===== src/rtl/vavg_pkg.sv =====
`timescale 1ns/1ps
package vavg_pkg;
   // fixed major opcode of the averaging group, bits [31:20]
   localparam logic [11:0] AVG_MAJOR = 12'h746;
   localparam int          NUM_SIZES = 4;
   localparam int          REG_W     = 5;

   typedef enum logic [1:0] {
      SZ_BYTE = 2'd0,
      SZ_HALF = 2'd1,
      SZ_WORD = 2'd2,
      SZ_DBL  = 2'd3
   } lane_sz_e;

   typedef struct packed {
      logic     hit;   // word belongs to the averaging group
      logic     uns;   // unsigned lanes
      logic     rnd;   // round half up instead of truncating
      lane_sz_e sz;
   } avg_op_t;
endpackage


===== src/rtl/vavg_decode.sv =====
`timescale 1ns/1ps
module vavg_decode
   import vavg_pkg::*;
(
   input  logic [31:0]      instr,
   output avg_op_t          op,
   output logic [REG_W-1:0] dest
);
   logic [4:0] sel;
   logic       grp;

   assign sel  = instr[19:15];
   assign grp  = (instr[31:20] == AVG_MAJOR);
   assign dest = instr[REG_W-1:0];

   always_comb begin
      op.hit = grp && ((sel[4:3] == 2'b01) || (sel[4:3] == 2'b10));
      op.uns = sel[2];
      op.rnd = sel[4];
      op.sz  = lane_sz_e'(sel[1:0]);
   end

   // source register fields name operands only; data arrives on ports
   logic unused_src_fields;
   assign unused_src_fields = ^instr[14:5];
endmodule


===== src/rtl/vavg_lane.sv =====
`timescale 1ns/1ps
module vavg_lane #(
   parameter int W = 8
) (
   input  logic [W-1:0] a,
   input  logic [W-1:0] b,
   input  logic         uns,
   input  logic         rnd,
   output logic [W-1:0] y
);
   if (W < 2) begin : g_bad_w
      $error("vavg_lane: W must be at least 2");
   end

   logic [W-1:0] half_a;
   logic [W-1:0] half_b;
   logic         fix;

   // halve first, then restore the dropped low bits: no wider sum needed
   assign half_a = {(uns ? 1'b0 : a[W-1]), a[W-1:1]};
   assign half_b = {(uns ? 1'b0 : b[W-1]), b[W-1:1]};
   assign fix    = rnd ? (a[0] | b[0]) : (a[0] & b[0]);
   assign y      = half_a + half_b + W'(fix);
endmodule


===== src/rtl/vavg_lanes.sv =====
`timescale 1ns/1ps
module vavg_lanes
   import vavg_pkg::*;
#(
   parameter int VLEN = 256
) (
   input  logic [VLEN-1:0] a,
   input  logic [VLEN-1:0] b,
   input  avg_op_t         op,
   output logic [VLEN-1:0] y
);
   logic [VLEN-1:0] per_size [NUM_SIZES];

   for (genvar k = 0; k < NUM_SIZES; k++) begin : g_size
      localparam int LW = 8 << k;
      localparam int NL = VLEN / LW;
      logic [VLEN-1:0] y_k;

      for (genvar i = 0; i < NL; i++) begin : g_lane
         vavg_lane #(.W(LW)) u_lane (
            .a   (a[i*LW +: LW]),
            .b   (b[i*LW +: LW]),
            .uns (op.uns),
            .rnd (op.rnd),
            .y   (y_k[i*LW +: LW])
         );
      end
      assign per_size[k] = y_k;
   end

   always_comb begin
      y = '0;
      if (op.hit) y = per_size[op.sz];
   end
endmodule


===== src/rtl/vec_avg_unit.sv =====
`timescale 1ns/1ps
module vec_avg_unit
   import vavg_pkg::*;
#(
   parameter int VLEN = 256
) (
   input  logic            clk,
   input  logic            rst_n,
   input  logic            in_valid,
   input  logic [31:0]     instr,
   input  logic [VLEN-1:0] src_a,
   input  logic [VLEN-1:0] src_b,
   output logic            out_valid,
   output logic [VLEN-1:0] out_result,
   output logic [4:0]      out_dest,
   output logic            out_illegal
);
   if ((VLEN < 64) || (VLEN % 64 != 0)) begin : g_bad_vlen
      $error("vec_avg_unit: VLEN must be a positive multiple of 64");
   end

   avg_op_t          op;
   logic [REG_W-1:0] dest_d;
   logic [VLEN-1:0]  avg_d;

   vavg_decode u_dec (
      .instr (instr),
      .op    (op),
      .dest  (dest_d)
   );

   vavg_lanes #(.VLEN(VLEN)) u_lanes (
      .a  (src_a),
      .b  (src_b),
      .op (op),
      .y  (avg_d)
   );

   always_ff @(posedge clk) begin
      if (!rst_n) begin
         out_valid   <= 1'b0;
         out_result  <= '0;
         out_dest    <= '0;
         out_illegal <= 1'b0;
      end else begin
         out_valid <= in_valid;
         if (in_valid) begin
            out_result  <= avg_d;
            out_dest    <= dest_d;
            out_illegal <= !op.hit;
         end
      end
   end
endmodule


===== config.mk =====
export PLATFORM = sky130hd
export DESIGN_NAME = vec_avg_unit
export DESIGN_NICKNAME = d
export VERILOG_FILES = /design/src/rtl/vavg_pkg.sv /design/src/rtl/vavg_decode.sv /design/src/rtl/vavg_lane.sv /design/src/rtl/vavg_lanes.sv /design/src/rtl/vec_avg_unit.sv
export SDC_FILE = /design/constraint.sdc
export NUM_CORES = 2
export LEC_CHECK = 0
export BUFFER_PORTS_ARGS = -buffer_cell sky130_fd_sc_hd__buf_2
export CAP_MARGIN = 20
export CELL_PAD_IN_SITES_DETAIL_PLACEMENT = 0
export CELL_PAD_IN_SITES_GLOBAL_PLACEMENT = 1
export CORE_AREA = 2 2 319 321
export DETAILED_ROUTE_END_ITERATION = 7
export DIE_AREA = 0 0 321 323
export PLACE_DENSITY = 0.67
export REMOVE_ABC_BUFFERS = 1
export SETUP_SLACK_MARGIN = 0.1
export SLEW_MARGIN = 20
export SYNTH_ARGS = -nofsm -noshare
export SYNTH_HDL_FRONTEND = slang
export SYNTH_SLANG_ARGS = --single-unit

===== constraint.sdc =====
create_clock -name clk -period 8.67 [get_ports clk]
set_input_delay 0.867 -clock clk [delete_from_list [all_inputs] [get_ports clk]]
set_output_delay 0.867 -clock clk [all_outputs]
set_load 0.05 [all_outputs]

==> impl_metrics.json <==
{
  "run_status": "complete, no violations",
  "syn_area_um2": 33000,
  "preCtsSetupSlack_ns": 3.17,
  "mostFrequentLayoutCell": "buf_2",
  "cts.root.buffer_cell": "clkbuf_16",
  "cp_cell_sequence": "buf_4, a21o_1, o21ai_0, fa_1, inv_1, fa_1, a21o_1, a221oi_2, nor3_1, o31ai_1, a21boi_1, a31oi_1, o221ai_1, nor2_1, a2bb2oi_1, mux2_1, o21ai_1",
  "first_pass_iters": 6,
  "dr.first_iter.drc_count": 2695,
  "drt.antenna.violating_nets": 0,
  "count_of_hold_fix_buffers_inserted_at_cts": 0,
  "share_of_the_yosys_chip_area_belonging_to_registers_pct": 16.0,
  "start_util_pct": 32.7,
  "finish.instance_area_um2": 39300,
  "cap_violations": 0,
  "sequentialPowerShare_pct": 23.2,
  "fmax_mhz": 204,
  "final-setup-viol-count": 0,
  "rsz0062_at_grt": "false",
  "hp-class": "reg -> reg",
  "reg2reg_setup_slack_ns": 7.72,
  "most_frequent_cells_in_the_layout": "buf_2 (794), a21oi_1 (528), nand2_1 (452), o21ai_0 (414), inv_1 (381)",
  "layout_min_cycle_time_ns": 4.90,
  "synth_cell_type_count": 90,
  "weighted_congestion_at_the_end_of_routability_driven_global_placement": 0.954,
  "pin_count": 810,
  "finalCritPeriodShare_pct": 56.5,
  "netlist_instances": 4741,
  "grt_pass1_wl_mm": 232,
  "timing.clock.skew_ns": 0,
  "die_width_um": 321,
  "placeableCoreArea_um2": 101000,
  "drt-vias-per-instance": 5.56,
  "cts-buffers-inserted": 42,
  "setup.worst_path.class": "in -> reg",
  "synthesis_stage_register_bit_count": 263,
  "final_count_of_hold_timing_violations": 0,
  "clock_path_buffers": 3,
  "tns_ns": 0,
  "cell_type_of_the_slowest_stage_on_the_worst_timing_path": "a31oi_1",
  "power_per_cell_area_nw_per_um2": 133,
  "comb_power_share_pct": 41.6,
  "placement.io_buffers": 799,
  "design.die.area_um2": 104000,
  "globalRouteOverflowTotal": 0,
  "worst_setup_path_end_kind": "flop",
  "worst-endpoint-arrival_ns": 5.44,
  "routed-via-count": 37255,
  "net_switching_power_uw": 2110,
  "fin_nets": 6215,
  "critical_path.startpoint_type": "primary input",
  "synth_area_per_cell_um2": 6.95,
  "post_route_worst_setup_slack_ns": 3.77,
  "peakVddDrop_v": 0.000113,
  "ys.flop_type": "dfxtp_1",
  "row_count": 117,
  "timing.critical_path.fanout_max": 12,
  "maximum_number_of_pins_on_one_net_before_global_route_repair": 103,
  "grt_pass1_vias": 36064,
  "p_sw_share_pct": 40.3,
  "cts_resized": 0,
  "track_usage_pct": 29.5,
  "ys_warn_count": 0,
  "postSynth.asyncResetShare_pct": 0,
  "htreeDepth": 2,
  "clk_pin_slew_ns": 0.06,
  "placement.cell_area_um2": 37800,
  "intPower_uw": 3130,
  "drive_gt1_share_pct": 17.9,
  "timing_worst_slew_pin_value_ns": 1.07,
  "antenna_found_initial": 57,
  "die_height_um": 323,
  "detail_route.drc_violations": 0,
  "avgRoutedWirePerCell_um": 23.8,
  "cts.sinks": 263,
  "timing.final.max_slew_violations": 0,
  "critical_path_required_ns": 9.21,
  "worst_slew_margin_rel_pct": 28.3,
  "cts_setup_buffers": 0,
  "synth-edff-count": 0,
  "drt_wl_total_mm": 159,
  "power.clock.fraction_pct": 35.2,
  "max_stage_delay_ns": 0.47,
  "detailedPlacementHpwl_mm": 125,
  "p_leak_uw": 0.0180,
  "area_delta_synth_final_pct": 19.3,
  "clock_tree_from_tritoncts": "yes",
  "clk-insertion-delay-late_ns": 0.64
}
## power groups by stage
stage / registers (uW) / logic [uW] / clock network (uW)
final: 1210 / 2180 / 1840
after detailed placement: 1240 / 2150 / 0
after global placement: 1240 / 2150 / 0
after global routing: 1210 / 2400 / 1930
after floorplan: 1250 / 1410 / 0
after CTS: 1210 / 2160 / 1890
## layout make-up
class,instances,area [um^2]
inverter,383,1440
fill,11083,61400
clock inverter,14,201
multi-input combinational,3804,25200
antenna,33,82.6
tap,1309,1640
timing repair buffer,834,4300
clock buffer,58,1210
sequential,263,5270
## synth_stat cells, types with 7 or more instances
| cell | count | area, um^2 |
|---|---|---|
| clkbuf_1 | 244 | 916 |
| o21bai_1 | 63 | 473 |
| ha_1 | 276 | 3450 |
| buf_2 | 17 | 85.1 |
| xnor2_1 | 197 | 1730 |
| a211oi_1 | 49 | 368 |
| dfxtp_1 | 263 | 5270 |
| o21a_1 | 60 | 450 |
| mux2_2 | 7 | 78.8 |
| nor3_1 | 67 | 335 |
| and3_1 | 19 | 119 |
| nor4_1 | 19 | 119 |
| a22oi_1 | 39 | 293 |
| nor2b_1 | 78 | 488 |
| o31ai_1 | 27 | 203 |
| o21ai_0 | 414 | 2070 |
| a41oi_1 | 7 | 61.3 |
| or3_1 | 14 | 87.6 |
| or2_2 | 10 | 62.6 |
| a21boi_0 | 14 | 105 |
| nand3_1 | 69 | 345 |
| a21oi_1 | 528 | 2640 |
| fa_1 | 64 | 1280 |
| a31oi_1 | 43 | 269 |
| o22ai_1 | 115 | 719 |
| inv_1 | 383 | 1440 |
| xor2_1 | 126 | 1100 |
| nor2_1 | 345 | 1290 |
| nand2_1 | 456 | 1710 |
| buf_1 | 28 | 105 |
| a21o_1 | 159 | 1190 |
| o21ai_1 | 34 | 170 |
| nand2b_1 | 52 | 325 |
| mux2i_1 | 52 | 521 |
| nand4_1 | 106 | 663 |
| o211ai_1 | 28 | 210 |
| a221oi_1 | 8 | 70.1 |
| or4_1 | 7 | 52.6 |
| and2_1 | 104 | 651 |
| o221ai_1 | 14 | 123 |
| and4_1 | 10 | 87.6 |
## path summary, 6_finish.rpt
check / cells after the start / endpoint / startpoint
max: 17 / out_result[124] / instr[19]
min: 2 / out_result[238] / out_result[238]
max reg2reg: 3 / out_result[248] / out_result[248]
min reg2reg: 2 / out_result[238] / out_result[238]
## state kept, by name, indices dropped and copies added (netlist names)
name and flops:
out_valid 1, out_dest 5, out_result 256, out_illegal 1
## layer usage
metal | part of all wire (%) | GRT usage, %
met5 | 0.14 | 0
met4 | 3.7 | 10.9
met3 | 7.2 | 6.69
met2 | 47 | 50.6
met1 | 42 | 36.0
## critical path: cells and delay by family
family                   cells  cell delay [ns]
AO/OA/AOI/OAI               10             2.62
multiplexers                 1             0.36
AND/OR/NAND/NOR              2             0.57
adder cells (fa/ha/maj)      2             0.65
buffers and inverters        2             0.34
## metrics by stage
stage	power, uW	hold WS [ns]	instances	utilization (%)
CTS	5270	0.429	6665	39.0
global route	5540	0.462	6681	39.0
detailed placement	3390	0.427	6593	37.6
global placement	3400	0.425	6593	37.6
floorplan	2660	0.661	4450	-
finish	5240	0.437	6698	39.1
## cells by family (layout without fill, tap and decap cells)
group                      count (synthesis)  count (layout)  synth area share, %
AOI/OAI and AO/OA                       1700            1700                 31.6
xor gates and xnor gates                 323             323                 8.58
adders and majority gates                341             341                 14.4
buffers and inverters                    674            1289                 7.78
DFF                                      263             263                 16.0
muxes                                     61              61                 1.89
other                                      0              33                    0
and+or+nand+nor                         1379            1379                 19.8
No activity file was read; power rests on OpenSTA's default activity.
